$ cat config.mk
export PLATFORM = sky130hd
export DESIGN_NAME = mem_traffic_tester
export DESIGN_NICKNAME = d
export VERILOG_FILES = /design/src/rtl/mem_tester_pkg.sv /design/src/rtl/mem_tester_lfsr.sv /design/src/rtl/mem_tester_inflight.sv /design/src/rtl/mem_traffic_tester.sv
export SDC_FILE = /design/constraint.sdc
export NUM_CORES = 2
export LEC_CHECK = 0
export CAP_MARGIN = 15
export CORE_MARGIN = 2
export CORE_UTILIZATION = 50
export DETAILED_ROUTE_END_ITERATION = 6
export PLACE_DENSITY = 0.74
export SLEW_MARGIN = 20
export SYNTH_ARGS = -nofsm -noshare
export SYNTH_HDL_FRONTEND = slang
export SYNTH_SLANG_ARGS = --single-unit
$ cat constraint.sdc
create_clock -name clk -period 4.7 [get_ports clk]
set_clock_uncertainty 0.2 [all_clocks]
set_input_delay 0.94 -clock clk [delete_from_list [all_inputs] [get_ports clk]]
set_output_delay 0.94 -clock clk [all_outputs]
set_load 0.1 [all_outputs]
$ cat src/rtl/mem_tester_pkg.sv
package mem_tester_pkg;

    localparam int          LFSR_W    = 32;
    localparam logic [31:0] LFSR_TAPS = 32'h8020_0003;

    // Scale a random byte onto 0..99.
    function automatic logic [6:0] pct_draw(input logic [7:0] b);
        logic [14:0] prod;
        prod = 15'(b) * 15'd100;
        return prod[14:8];
    endfunction

endpackage

$ cat src/rtl/mem_tester_lfsr.sv
module mem_tester_lfsr
    import mem_tester_pkg::*;
#(
    parameter logic [LFSR_W-1:0] SEED = 32'h1D87_2B41
) (
    input  logic              clk,
    input  logic              rst_n,
    output logic [LFSR_W-1:0] state
);
    localparam logic [LFSR_W-1:0] SEED_NZ = (SEED == '0) ? LFSR_W'(1) : SEED;

    logic [LFSR_W-1:0] st_d, st_q;

    always_comb begin
        st_d = st_q >> 1;
        if (st_q[0]) st_d = st_d ^ LFSR_TAPS;
    end

    always_ff @(posedge clk) begin
        if (!rst_n) st_q <= SEED_NZ;
        else        st_q <= st_d;
    end

    assign state = st_q;
endmodule

$ cat src/rtl/mem_tester_inflight.sv
module mem_tester_inflight #(
    parameter int SLOTS = 4,
    parameter int AW    = 8,
    parameter int DW    = 8
) (
    input  logic          clk,
    input  logic          rst_n,
    input  logic [AW-1:0] probe_addr,
    output logic          probe_hit,
    output logic          full,
    input  logic          ins_en,
    input  logic [AW-1:0] ins_addr,
    input  logic          ins_write,
    input  logic [DW-1:0] ins_expect,
    input  logic          ret_en,
    input  logic [AW-1:0] ret_addr,
    output logic          ret_hit,
    output logic          ret_write,
    output logic [DW-1:0] ret_expect
);
    localparam int IW = (SLOTS > 1) ? $clog2(SLOTS) : 1;

    typedef struct packed {
        logic          vld;
        logic          wr;
        logic [AW-1:0] addr;
        logic [DW-1:0] exp;
    } slot_t;

    slot_t [SLOTS-1:0] tab_d, tab_q;
    logic  [SLOTS-1:0] vld_v, probe_m, ret_m;
    logic  [IW-1:0]    free_idx;

    for (genvar g = 0; g < SLOTS; g++) begin : g_match
        assign vld_v[g]   = tab_q[g].vld;
        assign probe_m[g] = tab_q[g].vld && (tab_q[g].addr == probe_addr);
        assign ret_m[g]   = tab_q[g].vld && (tab_q[g].addr == ret_addr);
    end

    assign probe_hit = |probe_m;
    assign full      = &vld_v;
    assign ret_hit   = |ret_m;

    always_comb begin
        ret_write  = 1'b0;
        ret_expect = '0;
        for (int i = 0; i < SLOTS; i++) begin
            if (ret_m[i]) begin
                ret_write  = tab_q[i].wr;
                ret_expect = tab_q[i].exp;
            end
        end
    end

    always_comb begin
        free_idx = '0;
        for (int i = SLOTS - 1; i >= 0; i--) begin
            if (!vld_v[i]) free_idx = IW'(i);
        end
    end

    always_comb begin
        tab_d = tab_q;
        if (ret_en) begin
            for (int i = 0; i < SLOTS; i++) begin
                if (ret_m[i]) tab_d[i].vld = 1'b0;
            end
        end
        if (ins_en && !full) begin
            tab_d[free_idx] = '{vld: 1'b1, wr: ins_write, addr: ins_addr, exp: ins_expect};
        end
    end

    always_ff @(posedge clk) begin
        if (!rst_n) tab_q <= '0;
        else        tab_q <= tab_d;
    end
endmodule

$ cat src/rtl/mem_traffic_tester.sv
module mem_traffic_tester
    import mem_tester_pkg::*;
#(
    parameter int          ADDR_W        = 8,
    parameter int          BLK_BYTES     = 4,
    parameter int          TESTER_ID     = 0,
    parameter int          SLOTS         = 4,
    parameter int          CNT_W         = 16,
    parameter logic [31:0] SEED          = 32'h1D87_2B41,
    parameter int          PROGRESS_DFLT = 1000
) (
    input  logic              clk,
    input  logic              rst_n,
    input  logic [6:0]        cfg_read_pct,
    input  logic [6:0]        cfg_uncached_pct,
    input  logic [CNT_W-1:0]  cfg_max_reads,
    input  logic [CNT_W-1:0]  cfg_progress_every,
    output logic              req_valid,
    input  logic              req_ready,
    output logic              req_write,
    output logic [ADDR_W-1:0] req_addr,
    output logic [7:0]        req_wdata,
    output logic              req_uncached,
    input  logic              rsp_valid,
    input  logic [ADDR_W-1:0] rsp_addr,
    input  logic [7:0]        rsp_rdata,
    output logic              done,
    output logic              progress,
    output logic              err_mismatch,
    output logic              err_orphan,
    output logic [ADDR_W-1:0] err_addr,
    output logic [CNT_W-1:0]  idle_cycles
);
    localparam int OFS_W = $clog2(BLK_BYTES);
    localparam int LINE_W = ADDR_W - OFS_W;
    localparam int LINES = 2 ** LINE_W;
    localparam logic [OFS_W-1:0] LANE = OFS_W'(TESTER_ID);

    typedef struct packed {
        logic                  req_vld;
        logic                  req_wr;
        logic                  req_uc;
        logic [ADDR_W-1:0]     req_addr;
        logic [7:0]            req_data;
        logic [LINES-1:0][7:0] shadow;
        logic [CNT_W-1:0]      reads_done;
        logic [CNT_W-1:0]      since_pulse;
        logic                  pulse;
        logic [CNT_W-1:0]      idle;
        logic                  mis;
        logic                  orp;
        logic [ADDR_W-1:0]     bad_addr;
    } st_t;

    st_t s_d, s_q;

    logic [LFSR_W-1:0] rnd;
    logic [ADDR_W-1:0] cand_addr;
    logic              cand_rd, cand_uc;
    logic              take, done_w;
    logic [LINE_W-1:0] req_line;
    logic [7:0]        ins_expect;
    logic [CNT_W-1:0]  n_eff;
    logic              probe_hit, tab_full, ret_hit, ret_write;
    logic [7:0]        ret_expect;

    mem_tester_lfsr #(.SEED(SEED ^ 32'(TESTER_ID))) i_lfsr (
        .clk   (clk),
        .rst_n (rst_n),
        .state (rnd)
    );

    assign cand_addr  = {rnd[LFSR_W-1 -: LINE_W], LANE};
    assign cand_rd    = pct_draw(rnd[7:0])  < cfg_read_pct;
    assign cand_uc    = pct_draw(rnd[15:8]) < cfg_uncached_pct;
    assign take       = s_q.req_vld && req_ready;
    assign done_w     = s_q.reads_done >= cfg_max_reads;
    assign req_line   = s_q.req_addr[ADDR_W-1:OFS_W];
    assign ins_expect = s_q.req_wr ? s_q.req_data : s_q.shadow[req_line];
    assign n_eff      = (cfg_progress_every == '0) ? CNT_W'(PROGRESS_DFLT) : cfg_progress_every;

    mem_tester_inflight #(.SLOTS(SLOTS), .AW(ADDR_W), .DW(8)) i_inflight (
        .clk        (clk),
        .rst_n      (rst_n),
        .probe_addr (cand_addr),
        .probe_hit  (probe_hit),
        .full       (tab_full),
        .ins_en     (take),
        .ins_addr   (s_q.req_addr),
        .ins_write  (s_q.req_wr),
        .ins_expect (ins_expect),
        .ret_en     (rsp_valid),
        .ret_addr   (rsp_addr),
        .ret_hit    (ret_hit),
        .ret_write  (ret_write),
        .ret_expect (ret_expect)
    );

    always_comb begin
        s_d       = s_q;
        s_d.pulse = 1'b0;

        // Handshake: shadow copy follows every accepted write.
        if (take) begin
            s_d.req_vld = 1'b0;
            if (s_q.req_wr) s_d.shadow[req_line] = s_q.req_data;
        end

        // Completion side.
        if (rsp_valid) begin
            s_d.idle = '0;
            if (ret_hit) begin
                if (!ret_write) begin
                    s_d.reads_done = s_q.reads_done + 1'b1;
                    if (s_q.since_pulse + 1'b1 >= n_eff) begin
                        s_d.pulse       = 1'b1;
                        s_d.since_pulse = '0;
                    end else begin
                        s_d.since_pulse = s_q.since_pulse + 1'b1;
                    end
                    if (rsp_rdata != ret_expect) begin
                        if (!s_q.mis && !s_q.orp) s_d.bad_addr = rsp_addr;
                        s_d.mis = 1'b1;
                    end
                end
            end else begin
                if (!s_q.mis && !s_q.orp) s_d.bad_addr = rsp_addr;
                s_d.orp = 1'b1;
            end
        end else if (s_q.idle != '1) begin
            s_d.idle = s_q.idle + 1'b1;
        end

        // Issue side: a busy address or a full table drops the draw.
        if (!s_q.req_vld && !done_w && !tab_full && !probe_hit) begin
            s_d.req_vld  = 1'b1;
            s_d.req_wr   = !cand_rd;
            s_d.req_uc   = cand_uc;
            s_d.req_addr = cand_addr;
            s_d.req_data = rnd[23:16];
        end
    end

    always_ff @(posedge clk) begin
        if (!rst_n) s_q <= '0;
        else        s_q <= s_d;
    end

    assign req_valid    = s_q.req_vld;
    assign req_write    = s_q.req_wr;
    assign req_addr     = s_q.req_addr;
    assign req_wdata    = s_q.req_data;
    assign req_uncached = s_q.req_uc;
    assign done         = done_w;
    assign progress     = s_q.pulse;
    assign err_mismatch = s_q.mis;
    assign err_orphan   = s_q.orp;
    assign err_addr     = s_q.bad_addr;
    assign idle_cycles  = s_q.idle;
endmodule

==> summary.md <==
Of all nets on the critical path, the largest fanout is 2. The logs give 71 for the count of cell types in the netlist and 113 for the I/O pin count. For this block, the initial DRC count from the detailed router was 3229. The latest clock arrival within the worst-skew pair was 0.65 ns; the final-report max-slew violation count was 0. The via count of the first global-routing pass is 27440, and the number of synthesized register bits is 684. A synthesized cell averages 8.214 µm².

The run gives 0.2929 as the normalized max-slew margin. For the overall via count from detail_route, the log shows 29230. The max-cap violation count is 0. The met3 usage in global routing is 0.04361, and the number of synthesis warnings is 0. The startpoint identified for the worst register-to-register timing path is i_lfsr.state[3]$_SDFF_PN0_. The logs give 0.4504 for the met2 usage and 0 for the initial antenna violation count.

From synthesis to final layout, the design area changed by 12.02%. The tools report the wire length of the first global-routing pass as 151600 µm. In this run the power spent charging and discharging nets is 3.470 mW.

For the post-cts hold buffer count, the log shows 0. The most critical setup path has its startpoint at cfg_max_reads[0]. The worst setup path is launched from an input pin. The share of synthesized registers carrying an async set or reset came out at 0. The tools report the relative contribution of the clock network to total power as 0.445.

Counting along the longest clock path gives a buffer depth of 3. Summed over all cells, the static leakage comes to 12.62 nW. Detailed placement finished with a half-perimeter wire length of 59190 µm.

After detailed routing, the number of remaining DRC violations is 0. The most critical setup path has its endpoint at done. For the routing usage on met1, the log shows 0.3715. Data on the critical path arrives at its endpoint at 3.21 ns. After layout, the worst setup slack is 0.3515 ns. After clock tree synthesis, the clock-pin slew on the worst setup and hold paths is 0.06 ns. Measured in cells, the most critical reg-to-reg path has a length of 17. Routability-driven placement finished with a final weighted congestion of 0.9225. Input and output buffers added on the ports amount to 110. For the final count of negative-setup-slack endpoints, the log shows 0.

The most heavily used metal layer in global routing was met2. The net count of the finished layout was 4068. The starting utilization of the core area was 0.5076; the slew at the pin closest to its max-slew limit was 1.057 ns. The tools report the total clock sinks as 684. In this run the cell area of the synthesized design comes to 32840 µm². The worst setup path is captured at an output port.

Number of setup buffers added after CTS: 0. The logs give 0.453 for the power share of the sequential group and 230.0 MHz for the highest achievable clock rate. Instance count of the mapped netlist: 3998. The flow ran to the end, and the final reports show no timing, DRC or antenna violations.

Leaving out fill and tap cells, the most frequent cell in the layout is sky130_fd_sc_hd__nand2_1. The critical path in this run is classified as in2out. In this run the register-to-register setup slack is 0.57 ns. The TritonCTS buffer count came out at 74. The detail route stage leaves a number of antenna-violating nets equal to 0. The run gives 0.102 as the combinational power share. The endpoint identified for the worst register-to-register timing path is req_write$_SDFFE_PN0P_. The die extent in x is 260.3 µm, and the utilization after layout is 0.5686. In the post-synthesis netlist, the biggest area contributors are sky130_fd_sc_hd__dfxtp_1 (42%), sky130_fd_sc_hd__a21oi_1 (9.5%), sky130_fd_sc_hd__nand2_1 (8.2%). The switching power share of the total is 0.2643. For the final-report hold violation count, the log shows 0. The routed design has 96450 µm of wire. The y dimension of the die is 260.3 µm.

Post-CTS repair changed the size of 0 cells. Adding up every negative setup slack in the final design gives 0 ns. Number of optimization iterations in the first detailed-route pass: 6. In the final routed layout, each cell accounts on average for 20.05 µm. Top cell type's share of synthesized area: 0.4170. The design draws 13.13 mW. The die area was 67740 µm². The run gives 0.4170 as the share of the yosys chip area belonging to registers. After global routing the overflow that remains totals 0. The floorplan has 93 rows. The tools report the antenna diode count as 0. TritonCTS built the clock tree. For this design the ratio of total power to cell area is 356.9 nW/µm². The logs give 145 for the pin count of the biggest net entering global routing and 3.56 ns for the required arrival time at the worst endpoint.

The total routing resource utilization after global routing was 0.2780. The number of enable flip-flop cells after synthesis works out to 0. The most used flip-flop cell after synthesis is sky130_fd_sc_hd__dfxtp_1.

After detailed routing, the number of vias per cell comes to 6.077. The path class of the tightest hold or removal check is reg2reg. Once placement completed, the tool counted placed cells totaling 4677. The internal cell power was 9.657 mW.

The share of final-layout standard cells stronger than drive strength 1 was 0.09153. The maximum vdd ir drop came out at 0.1999 mV. The library cells used most frequently in the layout, excluding fill and tap cells, are sky130_fd_sc_hd__nand2_1 (708), sky130_fd_sc_hd__dfxtp_1 (672), sky130_fd_sc_hd__a21oi_1 (622). Leading area contributor after synthesis: sky130_fd_sc_hd__dfxtp_1.

The tree is rooted in a sky130_fd_sc_hd__clkbuf_16. The time the worst path needs with I/O delays and setup was 4.348 ns; the H-tree depth reported by CTS was 3. Post-route fraction of the period consumed by the critical path: 0.9252. Timing analysis after detailed placement gives a worst setup slack of 0.2571 ns. The floorplan core area is 64700 µm². The finished layout holds 4810 standard cells, fillers aside.

Setup repair after global routing left no endpoint under its margin.
-- critical path, stage by stage --
cell and delay [ns]:
sky130_fd_sc_hd__clkdlybuf4s50_1 0.40, sky130_fd_sc_hd__ha_1 0.28, sky130_fd_sc_hd__nand2b_1 0.15, sky130_fd_sc_hd__a21o_1 0.17
sky130_fd_sc_hd__a21o_1 0.17, sky130_fd_sc_hd__a21oi_1 0.13, sky130_fd_sc_hd__o21ai_0 0.10, sky130_fd_sc_hd__a211o_1 0.30
sky130_fd_sc_hd__a211o_1 0.36, sky130_fd_sc_hd__buf_12 0.20
-- sequential cells by signal (all words and copies together) (netlist names) --
register and cells:
s_q 544, i_inflight.tab_q 64, i_lfsr.state 32, idle_cycles 16, err_addr 8, req_wdata 8
req_addr 6, err_mismatch 1, err_orphan 1, progress 1, req_uncached 1, req_valid 1
req_write 1
-- how the worst min path moves through the flow --
stage                                startpoint                          end  slack [ns]  cells past startpoint
floorplan           i_lfsr.state[24]$_SDFF_PN1_  i_lfsr.state[23]$_SDFF_PN1_        0.19                      1
global placement    i_lfsr.state[24]$_SDFF_PN1_  i_lfsr.state[23]$_SDFF_PN1_        0.19                      1
detailed placement  i_lfsr.state[25]$_SDFF_PN0_  i_lfsr.state[24]$_SDFF_PN1_        0.20                      1
CTS                 i_lfsr.state[25]$_SDFF_PN0_  i_lfsr.state[24]$_SDFF_PN1_        0.21                      1
global route        i_lfsr.state[25]$_SDFF_PN0_  i_lfsr.state[24]$_SDFF_PN1_        0.23                      1
finish              i_lfsr.state[25]$_SDFF_PN0_  i_lfsr.state[24]$_SDFF_PN1_        0.21                      1
-- through the flow --
step | instance area, µm² | hold WS (ns)
after global placement | 34350 | 0.1910
after global routing | 36790 | 0.2317
after detailed placement | 34350 | 0.1968
after CTS | 36790 | 0.2121
after floorplan | 32840 | 0.1863
final | 36790 | 0.2079
-- synth_stat cells, types with 27 or more instances --
| library cell | n |
|---|---|
| sky130_fd_sc_hd__a21oi_1 | 622 |
| sky130_fd_sc_hd__nor3_1 | 45 |
| sky130_fd_sc_hd__mux2i_1 | 82 |
| sky130_fd_sc_hd__clkbuf_1 | 263 |
| sky130_fd_sc_hd__ha_1 | 100 |
| sky130_fd_sc_hd__xor2_1 | 37 |
| sky130_fd_sc_hd__dfxtp_1 | 684 |
| sky130_fd_sc_hd__nand3_1 | 36 |
| sky130_fd_sc_hd__mux4_2 | 94 |
| sky130_fd_sc_hd__inv_1 | 75 |
| sky130_fd_sc_hd__nand2b_1 | 27 |
| sky130_fd_sc_hd__buf_4 | 40 |
| sky130_fd_sc_hd__o21ai_0 | 526 |
| sky130_fd_sc_hd__xnor2_1 | 62 |
| sky130_fd_sc_hd__nor2_1 | 197 |
| sky130_fd_sc_hd__buf_1 | 55 |
| sky130_fd_sc_hd__nand2_1 | 717 |
-- area by class of cell --
| type | count | area [µm²] |
|---|---|---|
| multi-input combinational | 2859 | 17300 |
| fill | 5758 | 27910 |
| tap | 855 | 1070 |
| timing repair buffer | 202 | 1979 |
| clock inverter | 25 | 292.8 |
| inverter | 77 | 296.5 |
| clock buffer | 108 | 2141 |
| sequential | 684 | 13710 |
-- power groups by stage --
stage	logic [mW]	registers [mW]	clock network, mW
6_report	1.34	5.94	5.84
5_1_grt	1.45	5.94	6.12
4_1_cts	1.33	5.94	5.90
3_5_place_dp	1.33	6.07	0
3_3_place_gp	1.31	6.07	0
2_1_floorplan	0.941	6.03	0
-- cell families (layout without fill, tap and decap cells) --
| kind of cell | count (synthesis) | in the layout | share of synthesized area |
|---|---|---|---|
| xor+xnor | 100 | 100 | 0.02690 |
| compound gates | 1300 | 1300 | 0.2117 |
| simple gates | 1160 | 1160 | 0.1510 |
| fa+ha+maj | 104 | 104 | 0.04054 |
| flops | 684 | 684 | 0.4170 |
| mux | 193 | 193 | 0.09529 |
| buf+inv | 456 | 412 | 0.05749 |
| other cells | 1 | 2 | 0.0001142 |
-- routing by layer --
layer	wire length, µm	vias to the layer above
met4	3442	0
met5	0	-
met1	39620	13990
met2	44800	1361
met3	8585	222
li1	-	13650
Note: power is estimated with default switching activity, not from simulation.
